**src/rtl/uart_mdm_pkg.sv**
```systemverilog
// Shared offsets, reset values and the loopback pairing for the modem register slice.
// Assumes a 3-bit register offset and byte-wide registers.
package uart_mdm_pkg;

    localparam int ADDR_W = 3;
    localparam int DATA_W = 8;

    typedef enum logic [ADDR_W-1:0] {
        OFS_DIV_LO = 3'd0,
        OFS_DIV_HI = 3'd1,
        OFS_IDENT  = 3'd2,
        OFS_LINE   = 3'd3,
        OFS_MCTL   = 3'd4,
        OFS_LSTAT  = 3'd5,
        OFS_MSTAT  = 3'd6,
        OFS_SCRAT  = 3'd7
    } reg_ofs_e;

    localparam logic [7:0]  LINE_RST   = 8'h03;
    localparam logic [4:0]  MCTL_RST   = 5'h08;
    localparam logic [7:0]  LSTAT_RST  = 8'h60;
    localparam logic [3:0]  MIN_RST    = 4'b1011;  // {dcd, ri, dsr, cts}
    localparam logic [15:0] DIV_RST    = 16'd12;
    localparam logic [7:0]  IDENT_VAL  = 8'h01;

    localparam int MC_LOOP = 4;
    localparam int LINE_DLAB = 7;

    // Loopback pairing: returns {dcd, ri, dsr, cts} from modem control bits 3:0.
    function automatic logic [3:0] loop_pairs(input logic [3:0] mc);
        return {mc[3], mc[2], mc[0], mc[1]};
    endfunction

endpackage

```
**src/rtl/uart_pin_sync.sv**
```systemverilog
// Multi-stage synchronizer for a group of asynchronous inputs.
// Assumes each bit is independent; STAGES >= 1. Reset loads RST_VAL into every stage.
module uart_pin_sync #(
    parameter int          WIDTH   = 4,
    parameter int          STAGES  = 2,
    parameter logic [WIDTH-1:0] RST_VAL = '0
) (
    input  logic             clk,
    input  logic             rst_n,
    input  logic [WIDTH-1:0] d_async,
    output logic [WIDTH-1:0] q_sync
);

    logic [WIDTH-1:0] stage_q [STAGES];

    // Shift the inputs through the synchronizer chain.
    always_ff @(posedge clk) begin
        if (!rst_n) begin
            for (int i = 0; i < STAGES; i++) stage_q[i] <= RST_VAL;
        end else begin
            stage_q[0] <= d_async;
            for (int i = 1; i < STAGES; i++) stage_q[i] <= stage_q[i-1];
        end
    end

    assign q_sync = stage_q[STAGES-1];

endmodule

```
**src/rtl/uart_mstat.sv**
```systemverilog
// Builds the modem status byte: upper nibble from pins or loopback pairing,
// lower nibble from change flags that clear on a status read.
// Assumes rd_clr pulses for one cycle per status read.
module uart_mstat
    import uart_mdm_pkg::*;
(
    input  logic       clk,
    input  logic       rst_n,
    input  logic [3:0] pins_sync,   // {dcd, ri, dsr, cts}
    input  logic       loop_en,
    input  logic [3:0] mctl_lo,
    input  logic       rd_clr,
    output logic [7:0] mstat
);

    logic [3:0] shown;
    logic [3:0] shown_q;
    logic [3:0] chg_q;

    // Select the source for the status nibble.
    always_comb begin
        shown = loop_en ? loop_pairs(mctl_lo) : pins_sync;
    end

    // Track the last shown value and accumulate change flags; a new change beats a clear.
    always_ff @(posedge clk) begin
        if (!rst_n) begin
            shown_q <= MIN_RST;
            chg_q   <= '0;
        end else begin
            shown_q <= shown;
            chg_q   <= (rd_clr ? 4'b0 : chg_q) | (shown ^ shown_q);
        end
    end

    assign mstat = {shown, chg_q};

endmodule

```
**src/rtl/uart_regfile.sv**
```systemverilog
// Writable registers of the slice: line control, modem control, scratch and divisor latch.
// Assumes wr_en is a single-cycle qualified write strobe.
module uart_regfile
    import uart_mdm_pkg::*;
(
    input  logic              clk,
    input  logic              rst_n,
    input  logic              wr_en,
    input  logic [ADDR_W-1:0] addr,
    input  logic [DATA_W-1:0] wdata,
    output logic [7:0]        line_q,
    output logic [4:0]        mctl_q,
    output logic [7:0]        scr_q,
    output logic [15:0]       div_q
);

    logic dlab;
    assign dlab = line_q[LINE_DLAB];

    // Decode writes into the register that owns the offset.
    always_ff @(posedge clk) begin
        if (!rst_n) begin
            line_q <= LINE_RST;
            mctl_q <= MCTL_RST;
            scr_q  <= '0;
            div_q  <= DIV_RST;
        end else if (wr_en) begin
            case (reg_ofs_e'(addr))
                OFS_DIV_LO: if (dlab) div_q[7:0]  <= wdata;
                OFS_DIV_HI: if (dlab) div_q[15:8] <= wdata;
                OFS_LINE:   line_q <= wdata;
                OFS_MCTL:   mctl_q <= wdata[4:0];
                OFS_SCRAT:  scr_q  <= wdata;
                default:    ;
            endcase
        end
    end

endmodule

```
**src/rtl/uart_modem_regs.sv**
```systemverilog
// Top of the modem register slice: bus decode, registered read path, line status sampling,
// modem output drive with loopback gating. Assumes a synchronous single-cycle bus.
module uart_modem_regs
    import uart_mdm_pkg::*;
#(
    parameter int SYNC_STAGES = 2
) (
    input  logic              clk,
    input  logic              rst_n,
    input  logic              bus_sel,
    input  logic              bus_we,
    input  logic [ADDR_W-1:0] bus_addr,
    input  logic [DATA_W-1:0] bus_wdata,
    output logic [DATA_W-1:0] bus_rdata,
    output logic              bus_rvalid,
    input  logic              pin_cts,
    input  logic              pin_dsr,
    input  logic              pin_ri,
    input  logic              pin_dcd,
    output logic              mdm_dtr,
    output logic              mdm_rts,
    output logic              mdm_out1,
    output logic              mdm_out2,
    input  logic              st_rx_ready,
    input  logic              st_thr_empty,
    input  logic              st_tx_idle,
    output logic [7:0]        line_cfg,
    output logic [15:0]       baud_div
);

    logic       wr_en, rd_en, loop_en;
    logic [7:0] line_q, scr_q, lstat_q, mstat;
    logic [4:0] mctl_q;
    logic [15:0] div_q;
    logic [3:0] pins_sync;

    assign wr_en = bus_sel &  bus_we;
    assign rd_en = bus_sel & ~bus_we;

    uart_regfile u_regs (
        .clk    (clk),
        .rst_n  (rst_n),
        .wr_en  (wr_en),
        .addr   (bus_addr),
        .wdata  (bus_wdata),
        .line_q (line_q),
        .mctl_q (mctl_q),
        .scr_q  (scr_q),
        .div_q  (div_q)
    );

    uart_pin_sync #(.WIDTH(4), .STAGES(SYNC_STAGES), .RST_VAL(MIN_RST)) u_sync (
        .clk     (clk),
        .rst_n   (rst_n),
        .d_async ({pin_dcd, pin_ri, pin_dsr, pin_cts}),
        .q_sync  (pins_sync)
    );

    assign loop_en = mctl_q[MC_LOOP];

    uart_mstat u_mstat (
        .clk       (clk),
        .rst_n     (rst_n),
        .pins_sync (pins_sync),
        .loop_en   (loop_en),
        .mctl_lo   (mctl_q[3:0]),
        .rd_clr    (rd_en && reg_ofs_e'(bus_addr) == OFS_MSTAT),
        .mstat     (mstat)
    );

    // Sample transmitter and receiver status into the line status byte.
    always_ff @(posedge clk) begin
        if (!rst_n) lstat_q <= LSTAT_RST;
        else        lstat_q <= {1'b0, st_tx_idle, st_thr_empty, 4'b0, st_rx_ready};
    end

    // Registered read path: data and valid one cycle after the request.
    always_ff @(posedge clk) begin
        if (!rst_n) begin
            bus_rdata  <= '0;
            bus_rvalid <= 1'b0;
        end else begin
            bus_rvalid <= rd_en;
            if (rd_en) begin
                case (reg_ofs_e'(bus_addr))
                    OFS_DIV_LO: bus_rdata <= line_q[LINE_DLAB] ? div_q[7:0]  : 8'h00;
                    OFS_DIV_HI: bus_rdata <= line_q[LINE_DLAB] ? div_q[15:8] : 8'h00;
                    OFS_IDENT:  bus_rdata <= IDENT_VAL;
                    OFS_LINE:   bus_rdata <= line_q;
                    OFS_MCTL:   bus_rdata <= {3'b000, mctl_q};
                    OFS_LSTAT:  bus_rdata <= lstat_q;
                    OFS_MSTAT:  bus_rdata <= mstat;
                    default:    bus_rdata <= scr_q;
                endcase
            end
        end
    end

    assign mdm_dtr  = mctl_q[0] & ~loop_en;
    assign mdm_rts  = mctl_q[1] & ~loop_en;
    assign mdm_out1 = mctl_q[2] & ~loop_en;
    assign mdm_out2 = mctl_q[3] & ~loop_en;
    assign line_cfg = line_q;
    assign baud_div = div_q;

endmodule

```
**config.mk**
```make
export PLATFORM = sky130hd
export DESIGN_NAME = uart_modem_regs
export DESIGN_NICKNAME = d
export VERILOG_FILES = /design/src/rtl/uart_mdm_pkg.sv /design/src/rtl/uart_pin_sync.sv /design/src/rtl/uart_mstat.sv /design/src/rtl/uart_regfile.sv /design/src/rtl/uart_modem_regs.sv
export SDC_FILE = /design/constraint.sdc
export NUM_CORES = 1
export LEC_CHECK = 0
export ABC_AREA = 1
export BUFFER_PORTS_ARGS = -buffer_cell sky130_fd_sc_hd__buf_2
export CAP_MARGIN = 15
export CORE_MARGIN = 2
export CORE_UTILIZATION = 49
export CTS_CLUSTER_DIAMETER = 50
export DETAILED_ROUTE_END_ITERATION = 10
export GPL_TIMING_DRIVEN = 0
export PLACE_DENSITY = 0.76
export SLEW_MARGIN = 10
export SYNTH_ARGS = -nofsm -noshare
export SYNTH_HDL_FRONTEND = slang
export SYNTH_SLANG_ARGS = --single-unit
```
**constraint.sdc**
```tcl
create_clock -name clk -period 1.3 [get_ports clk]
set_clock_uncertainty 0.2 [all_clocks]
set_input_delay 0.13 -clock clk [delete_from_list [all_inputs] [get_ports clk]]
set_output_delay 0.13 -clock clk [all_outputs]
set_load 0.005 [all_outputs]
```
* After elaboration in Yosys (flattened, before gate mapping)
Memory sizes are Yosys's and may differ from the RTL's.
Index checks and enable logic that the tools add are counted.
** Word-level totals
- Input bits :: 22
- Memories :: 1
- Output and inout bits :: 37
- Bits in writable memories :: 8
- Flip-flop bits (word level) :: 62
- Logic and storage cells :: 47
** Operators by class
- Eq/ne operators :: 7
- Muxes and demuxes :: 9
- Bitwise logic cells :: 12
- Reductions and logical operators :: 7
** Memories
- u_sync.stage_q :: depth 2, width 4, rd ports 2, clocked after Yosys merged registers in 0, wr ports 2, line uart_pin_sync.sv:14 : logic [WIDTH-1:0] stage_q [STAGES];
** Operator list (number)
- $pmux 8 s7 :: 1
- $mux 4 :: 4
- $mux 8 :: 2
- $eq 3x3->1 const B :: 4
- $and 1x1->1 :: 6
- $eq 3x2->1 const B :: 2
- $reduce_and 2->1 :: 3
- $reduce_and 3->1 :: 2
- $or 4x4->4 :: 1
- $xor 4x4->4 :: 1
- $eq 3x1->1 const B :: 1
- $logic_not 3->1 :: 1
- $mux 1 :: 2
- $not 1->1 :: 2
- $or 1x1->1 :: 2
- $logic_and 1x1->1 :: 1

* Logic depth before layout (Yosys ltp)
Gate-level depths: netlist (run 1).
- Depth after elaboration :: 5
- Mapped depth :: 9
- Mapped depth without buffers :: 8

* By module
From an unflattened synthesis (run 1), not the netlist that was laid out.
** Unflattened totals
- Cells, all modules :: 465
- Area, all modules :: 3208.1 um2
** Modules (own cells, without submodules)
- uart_regfile :: cells an instance 195, instances 1, seq. area each 740.7 um2, area each 1417.6 um2
- uart_modem_regs :: cells an instance 164, instances 1, seq. area each 240.2 um2, area each 993.5 um2
- uart_mstat :: cells an instance 77, instances 1, seq. area each 160.2 um2, area each 541.8 um2
- uart_pin_sync :: cells an instance 29, instances 1, seq. area each 160.2 um2, area each 255.2 um2

* Worst setup path before layout (run 1)
OpenSTA, ideal clock, no wires.
- Path type :: reg-to-reg
- From :: register u_regs.line_q[7]
- To :: register u_regs.div_q[14]
- Library setup time :: 0.117 ns
- Arrival time :: 1.023 ns
- Data required time :: 0.983 ns
- Stages on the path, launching flop included :: 7
- Path buffers :: 1
- Setup slack :: -0.040 ns
- Clock period less this slack :: 1.340 ns
- Cell sequence :: dfxtp_1 > inv_2 > nor2_4 > nand3_2 > buf_4 > o21ai_1 > a21oi_1
** Between the ends
- Word-level cells in the longest chain between the ends :: 1
** Ends and longest elaborated chain
- start, declared :: line uart_regfile.sv:11 : output logic [7:0] line_q,
- start signal, assigned :: line uart_regfile.sv:31 : OFS_LINE: line_q <= wdata;
- $reduce_and 3->1 (no line)
- end signal, assigned :: line uart_regfile.sv:30 : OFS_DIV_HI: if (dlab) div_q[15:8] <= wdata;
- end, declared :: line uart_regfile.sv:14 : output logic [15:0] div_q
Every way passes these cells.
A chain may end at the register's enable or synchronous reset.

* Worst setup path after layout (run 1)
- From :: register u_regs.line_q[7]
- To :: register bus_rdata[7]
** Between the ends
- Word-level cells in the longest chain between the ends :: 2
- Elaborated cells on any way between the ends :: 3
- Those cells by class :: mux (3)
** Ends and longest elaborated chain
- $mux 8, on equally long branches :: line uart_modem_regs.sv:87, uart_modem_regs.sv:86
- $pmux 8 s7 (*) :: line uart_modem_regs.sv:85 : case (reg_ofs_e'(bus_addr))
- end signal, assigned :: line uart_modem_regs.sv:86 : OFS_DIV_LO: bus_rdata <= line_q[LINE_DLAB] ? div_q[7:0] : 8'h00;
- end signal, assigned :: line uart_modem_regs.sv:87 : OFS_DIV_HI: bus_rdata <= line_q[LINE_DLAB] ? div_q[15:8] : 8'h00;
- end signal, assigned :: line uart_modem_regs.sv:89 : OFS_LINE: bus_rdata <= line_q;
- end, declared :: line uart_modem_regs.sv:14 : output logic [DATA_W-1:0] bus_rdata,
Mark *: on every way between the ends. The rest lies on a longest branch, timed or not.

==> summary.md, run 1 <==
| Metric | Value |
|---|---|
| Final Net Count | 485 |
| Cell Area, Synth | 2790 um2 |
| F_max | between 600 and 700 MHz |
| Syn Inst Count | roughly 370 |
| HP Class | in2reg |
| Syn_area_per_cell | between 7 and 8 um2 |
| Placed cell count | 497 |
| Grt total ovfl | 0 |
| Core Area | 5510 um2 |
| Finish-stage setup viols | 31 |
| Die area | approximately 6300 um2 |
| Port-buffer cells | 57 |
| Core Rows | 27 |
| Setup TNS | -2360 ps |
| HPWL Detailed | between 5000 and 6000 um |
| CP Launch Type | flop |
| Die height | 79.5 um |
| Vias in the first global route | between 2,000 and 3,000 |
| Fin util | 0.715 |
| Die X | just under 80 um |
| Starting Density | 0.507 |
| Layout cell share with drive strength beyond 1 | 0.408 |
| Slew @ Worst Pin | roughly 720 ps |
| DRC violations left | 0 |
| Global-route wire length before repair | about 13,000 um |
| Worst r2r dst | bus_rdata[7]$_SDFFE_PN0N_ |
| Endpoint class of the critical path | flop |
| Total CTS buffers | 9 |
| Largest net degree at the start of global routing | 11 |
| Crit path time final | between 1000 and 1500 ps |
| TritonCTS clock tree | done |
| Arrival @ worst endpoint | 1550 ps |
| Pwr dens | between 1000 and 1500 nW/um2 |
| Top Ports | slightly below 60 |
| Non-filler cells in the finished layout | 540 |
| CP max FO | 6 |
| Most frequent cells in the layout | dfxtp_1, buf_2, nand2_1 |
| Htree depth | 3 |
| Root Buffer | clkbuf_8 |
| Vias per Instance | approximately 5.4 |
| Area grow syn2layout | 41.0% |
| Worst slew margin | 0.520 |
| Final Max Slew Viols | 0 |
| Worst hold start | bus_we |
| Post-Route WL | between 8000 and 9000 um |
| WL/cell | about 16 um |
| Hold Crit Depth | 4 |
| Synth warn | 0 |
| Outcome | finished with violations |
| Register area share after synthesis | 0.466 |
| Syn_nets | 390 |
| Critical Path Sink | bus_rdata[7]$_SDFFE_PN0N_ |
| Clk_lat worst skew | between 300 and 400 ps |
| Leakage | 1.77 nW |
| TritonCTS Sinks | 65 |
| Final period util | 1.13 |
| Count of cell types in the netlist | 28 |
| Fin. Hold Viols | 0 |
| Antenna diode count | 0 |
| Worst Setup SP | u_regs.line_q[7]$_SDFFE_PN0P_ |
| Violated checks | setup timing |
| Final worst slack | -169 ps |
| Via count | around 2,900 |
| CP Class | reg2reg |
| Most common cell after layout, fill and taps aside | dfxtp_1 |
| Final GP Congestion | around 0.92 |
| Initial DRT Pass Iterations | 6 |
| Number of DRC markers in iteration 0 | 233 |
| Max Cap Violations | 0 |
| Worst vdd ir | about 0.70 mV |
| Synthesis-stage register bit count | 65 |
| CTS clk-pin slew, worst paths | approximately 70 ps |
| Post-route ant nets | 0 |
| RSZ-0062 raised after global routing | true |
| FF-to-FF path depth | 7 |
| Reg2reg start | u_regs.line_q[7]$_SDFFE_PN0P_ |
| Initial antenna violation count | 0 |
| Worst EP required | around 1400 ps |
| R2r setup slk | -170 ps |
| Clk buf depth | 2 |
| Total GRT Usage | 0.268 |
-- area by class of cell --
type / instances / area [um2]
plain buffers: 14 / 106
clock buffers: 14 / 173
clock inverters: 2 / 35.0
fillers: 406 / 1570
inverters: 35 / 149
multi-input cells: 254 / 1520
flip-flops and latches: 65 / 1310
well taps: 72 / 90.1
repair buffers: 84 / 544
-- critical path, stage by stage, from the launching register on --
cell and delay, ps:
dfxtp_4 390, inv_4 50, nor2_4 180, buf_6 160
nand3_1 80, nand4_1 160, nand2_1 70, a21oi_1 110
-- per-stage QoR --
stage | hold WS (ps) | setup WS (ps) | cell area, um2 | total power [mW]
after global routing | 100 | -205 | 3940 | 4.49
after CTS | 23.5 | -124 | 3730 | 4.30
final | 30.4 | -169 | 3940 | 4.35
after floorplan | 27.6 | 25.5 | 2800 | 2.34
after global placement | 110 | -260 | 3170 | 2.47
after detailed placement | 119 | -268 | 3170 | 2.48
-- cell families (layout without fill, tap and decap cells) --
kind of cell | after synthesis | count (layout) | synth area share
buffers and inverters | 50 | 149 | 0.0892
XOR/XNOR | 4 | 4 | 0.0125
AO/OA/AOI/OAI | 81 | 81 | 0.155
AND/OR/NAND/NOR | 168 | 169 | 0.277
flip-flops | 65 | 65 | 0.466
-- power breakdown --
group,switching [mW],internal (mW)
registers,0.0338,2.05
clock network,0.749,1.04
logic,0.282,0.194
-- metal layers --
| metal | up-vias | global-route usage | routed length, um |
|---|---|---|---|
| met1 | 1344 | 0.339 | 3540 |
| met3 | 31 | 0.0611 | 696 |
| li1 | 1396 | - | - |
| met5 | - | 0 | 0 |
| met4 | 0 | 0.128 | 281 |
| met2 | 157 | 0.432 | 4120 |
-- flip-flops by register name (all words and copies together) (netlist names) --
register,cells
u_regs.div_q,16
bus_rvalid,1
u_regs.line_q,8
u_mstat.shown_q,4
lstat_q,3
u_regs.mctl_q,5
u_sync.stage_q,8
bus_rdata,8
u_regs.scr_q,8
u_mstat.chg_q,4
-- cells in the mapped netlist (all sizes together) --
library cell,count,area [um2]
dfxtp,65,1300
xnor2,4,35.0
nand3,38,195
nand4,4,25.0
inv,34,138
a21oi,37,204
buf,12,95.1
or2,8,50.1
nor2,39,179
nor3,1,5.00
clkbuf,3,11.3
o21ai,41,205
nand2,78,320
o21bai,3,22.5
clkinv,1,5.00
-- timing repair --
action | in CTS | in global routing
endpoints found under the hold margin | 44 | 0
hold buffers | 15 | 0
endpoints found under the setup margin | 28 | 35
setup buffers | 4 | 6
cloned | 2 | 1
resized for setup | 41 | 53
pin swaps | 15 | 26
-- how the worst min path moves through the flow --
stage / endpoint
after floorplan: lstat_q[0]$_SDFF_PN0_
after CTS: bus_rdata[0]$_SDFFE_PN0N_
after global placement: u_sync.stage_q[0][2]$_SDFF_PN0_
after detailed placement: u_sync.stage_q[0][2]$_SDFF_PN0_
after global routing: bus_rdata[0]$_SDFFE_PN0N_
final: bus_rdata[0]$_SDFFE_PN0N_
(Power assumes the default switching activity.)
==> inputs of run 2 (changes only) <==
Clock period 1.3 ns to 1.25 ns, I/O delays scaled along.
==> summary.md, run 2 (synthesis gave the netlist of run 1 again) <==
| Metric | Value |
|---|---|
| Worst slew margin | 0.536 (was 0.520) |
| Crit path time final | 1450 ps (was 1470 ps) |
| CP Class | reg2reg (unchanged) |
| Htree depth | 3 (unchanged) |
| Core Rows | 27 (unchanged) |
| Violated checks | setup timing (unchanged) |
| Root Buffer | clkbuf_8 (unchanged) |
| Setup TNS | -3960 ps (was -2360 ps) |
| Largest net degree at the start of global routing | 11 (unchanged) |
| Leakage | 1.77 nW (about the same) |
| HP Class | in2reg (unchanged) |
| Setup WS pre-CTS | -247 ps (was -268 ps) |
| Slew @ Worst Pin | 695 ps (was 720 ps) |
| Worst EP required | 1290 ps (was 1380 ps) |
| Worst Setup SP | u_regs.line_q[7]$_SDFFE_PN0P_ (unchanged) |
| Max reg flops | 16 (unchanged) |
| Clk buf depth | 2 (unchanged) |
| Fin util | 0.714 (was 0.715) |
| Vias per Instance | 5.53 (was 5.42) |
| WL/cell | 17.0 um (was 16.0 um) |
| HPWL Detailed | 5580 um (was 5570 um) |
| F_max | 692 MHz (was 681 MHz) |
| Layout cell share with drive strength beyond 1 | 0.406 (was 0.408) |
| Starting Density | 0.507 (unchanged) |
| Vias in the first global route | 2,701 (was 2,621) |
| Total power draw | 4.59 mW (was 4.35 mW) |
| Die height | 79.5 um (unchanged) |
| Port-buffer cells | 57 (unchanged) |
| Die area | 6320 um2 (unchanged) |
| Fin. Hold Viols | 0 (unchanged) |
| Most common cell after layout, fill and taps aside | dfxtp_1 (unchanged) |
| Max Cap Violations | 0 (unchanged) |
| Post-Route WL | 9160 um (was 8630 um) |
| Antenna diode count | 0 (unchanged) |
| RSZ-0062 raised after global routing | true (unchanged) |
| Grt total ovfl | 0 (unchanged) |
| Initial DRT Pass Iterations | 7 (was 6) |
| Hold Crit Depth | 3 (was 4) |
| Endpoint class of the critical path | flop (unchanged) |
| Arrival @ worst endpoint | 1480 ps (was 1550 ps) |
| Clk_lat worst skew | 350 ps (about the same) |
| Die X | 79.5 um (unchanged) |
| Area grow syn2layout | 40.9% (was 41.0%) |
| Number of DRC markers in iteration 0 | 284 (was 233) |
| Worst hold start | rst_n (was bus_we) |
| Total GRT Usage | 0.282 (was 0.268) |
| Top reg by flops | u_regs.div_q (unchanged) |
| Final Net Count | 484 (was 485) |
| CTS clk-pin slew, worst paths | 70 ps (about the same) |
| Total CTS buffers | 9 (unchanged) |
| Initial antenna violation count | 0 (unchanged) |
| Top Ports | 59 (unchanged) |
| CP Launch Type | flop (unchanged) |
| Worst vdd ir | 0.804 mV (was 0.696 mV) |
| Global-route wire length before repair | 13,200 um (was 12,700 um) |
| Final GP Congestion | 0.875 (was 0.923) |
| Final Max Slew Viols | 0 (unchanged) |
| CP max FO | 8 (was 6) |
| Most frequent cells in the layout | dfxtp_1, buf_2, nand2_1 (unchanged) |
| TritonCTS clock tree | done (unchanged) |
| Via count | 2,975 (was 2,928) |
| Outcome | finished with violations (unchanged) |
| Pwr dens | 1170 nW/um2 (was 1100 nW/um2) |
| FF-to-FF path depth | 6 (was 7) |
| Final worst slack | -195 ps (was -169 ps) |
| TritonCTS Sinks | 65 (unchanged) |
| Finish-stage setup viols | 30 (was 31) |
| Core Area | 5510 um2 (unchanged) |
| DRC violations left | 0 (unchanged) |
| Final period util | 1.16 (was 1.13) |
| Reg2reg start | u_regs.line_q[7]$_SDFFE_PN0P_ (unchanged) |
| Post-route ant nets | 0 (unchanged) |
run 2: stage by stage:
step,area (um2),hold slack (ps),instances
6_report,3930,41.6,538
3_3_place_gp,3180,107,497
4_1_cts,3780,21.1,536
5_1_grt,3930,79.5,538
2_1_floorplan,2800,22.6,368
3_5_place_dp,3180,113,497
run 2: cell type report:
cell class / count / area (um2)
Sequential cell: 65 / 1320
Clock inverter: 2 / 35.0
Timing Repair Buffer: 83 / 544
Buffer: 14 / 106
Tap cell: 72 / 90.1
Clock buffer: 13 / 179
Multi-Input combinational cell: 254 / 1510
Fill cell: 430 / 1570
Inverter: 35 / 151
run 2: power breakdown:
group / internal [mW] / switching (mW)
Clock: 1.13 / 0.800
Sequential: 2.13 / 0.0408
Combinational: 0.204 / 0.294
Total: 3.46 / 1.13
run 2: worst max-delay path: stages, from the launching register on:
cell and delay (ps):
dfxtp_4 390, inv_4 40, nor2_4 180, nand3_4 180
buf_6 190, o21ai_2 100, a21oi_1 50
run 2: path summary, 6_finish.rpt:
| path | to | slack [ps] |
|---|---|---|
| setup reg to reg | u_regs.div_q[15]$_SDFFE_PN0P_ | -200 |
| hold / removal | u_sync.stage_q[0][1]$_SDFF_PN1_ | 40 |
| hold reg to reg | u_sync.stage_q[0][7]$_SDFF_PN1_ | 220 |
| setup / recovery | u_regs.div_q[15]$_SDFFE_PN0P_ | -200 |
run 2: timing repair:
item / CTS / global route
cloned: 3 / 0
endpoints found under the setup margin: 30 / 33
buffers inserted: 6 / 3
endpoints found under the hold margin: 40 / 0
resized for setup: 54 / 39
pin swaps: 25 / 17
hold buffers: 15 / 0
run 2: per-layer routing:
metal | track usage | share of wire
met2 | 0.465 | 0.49
met3 | 0.0486 | 0.082
met1 | 0.339 | 0.39
met5 | 0 | 0
met4 | 0.176 | 0.047
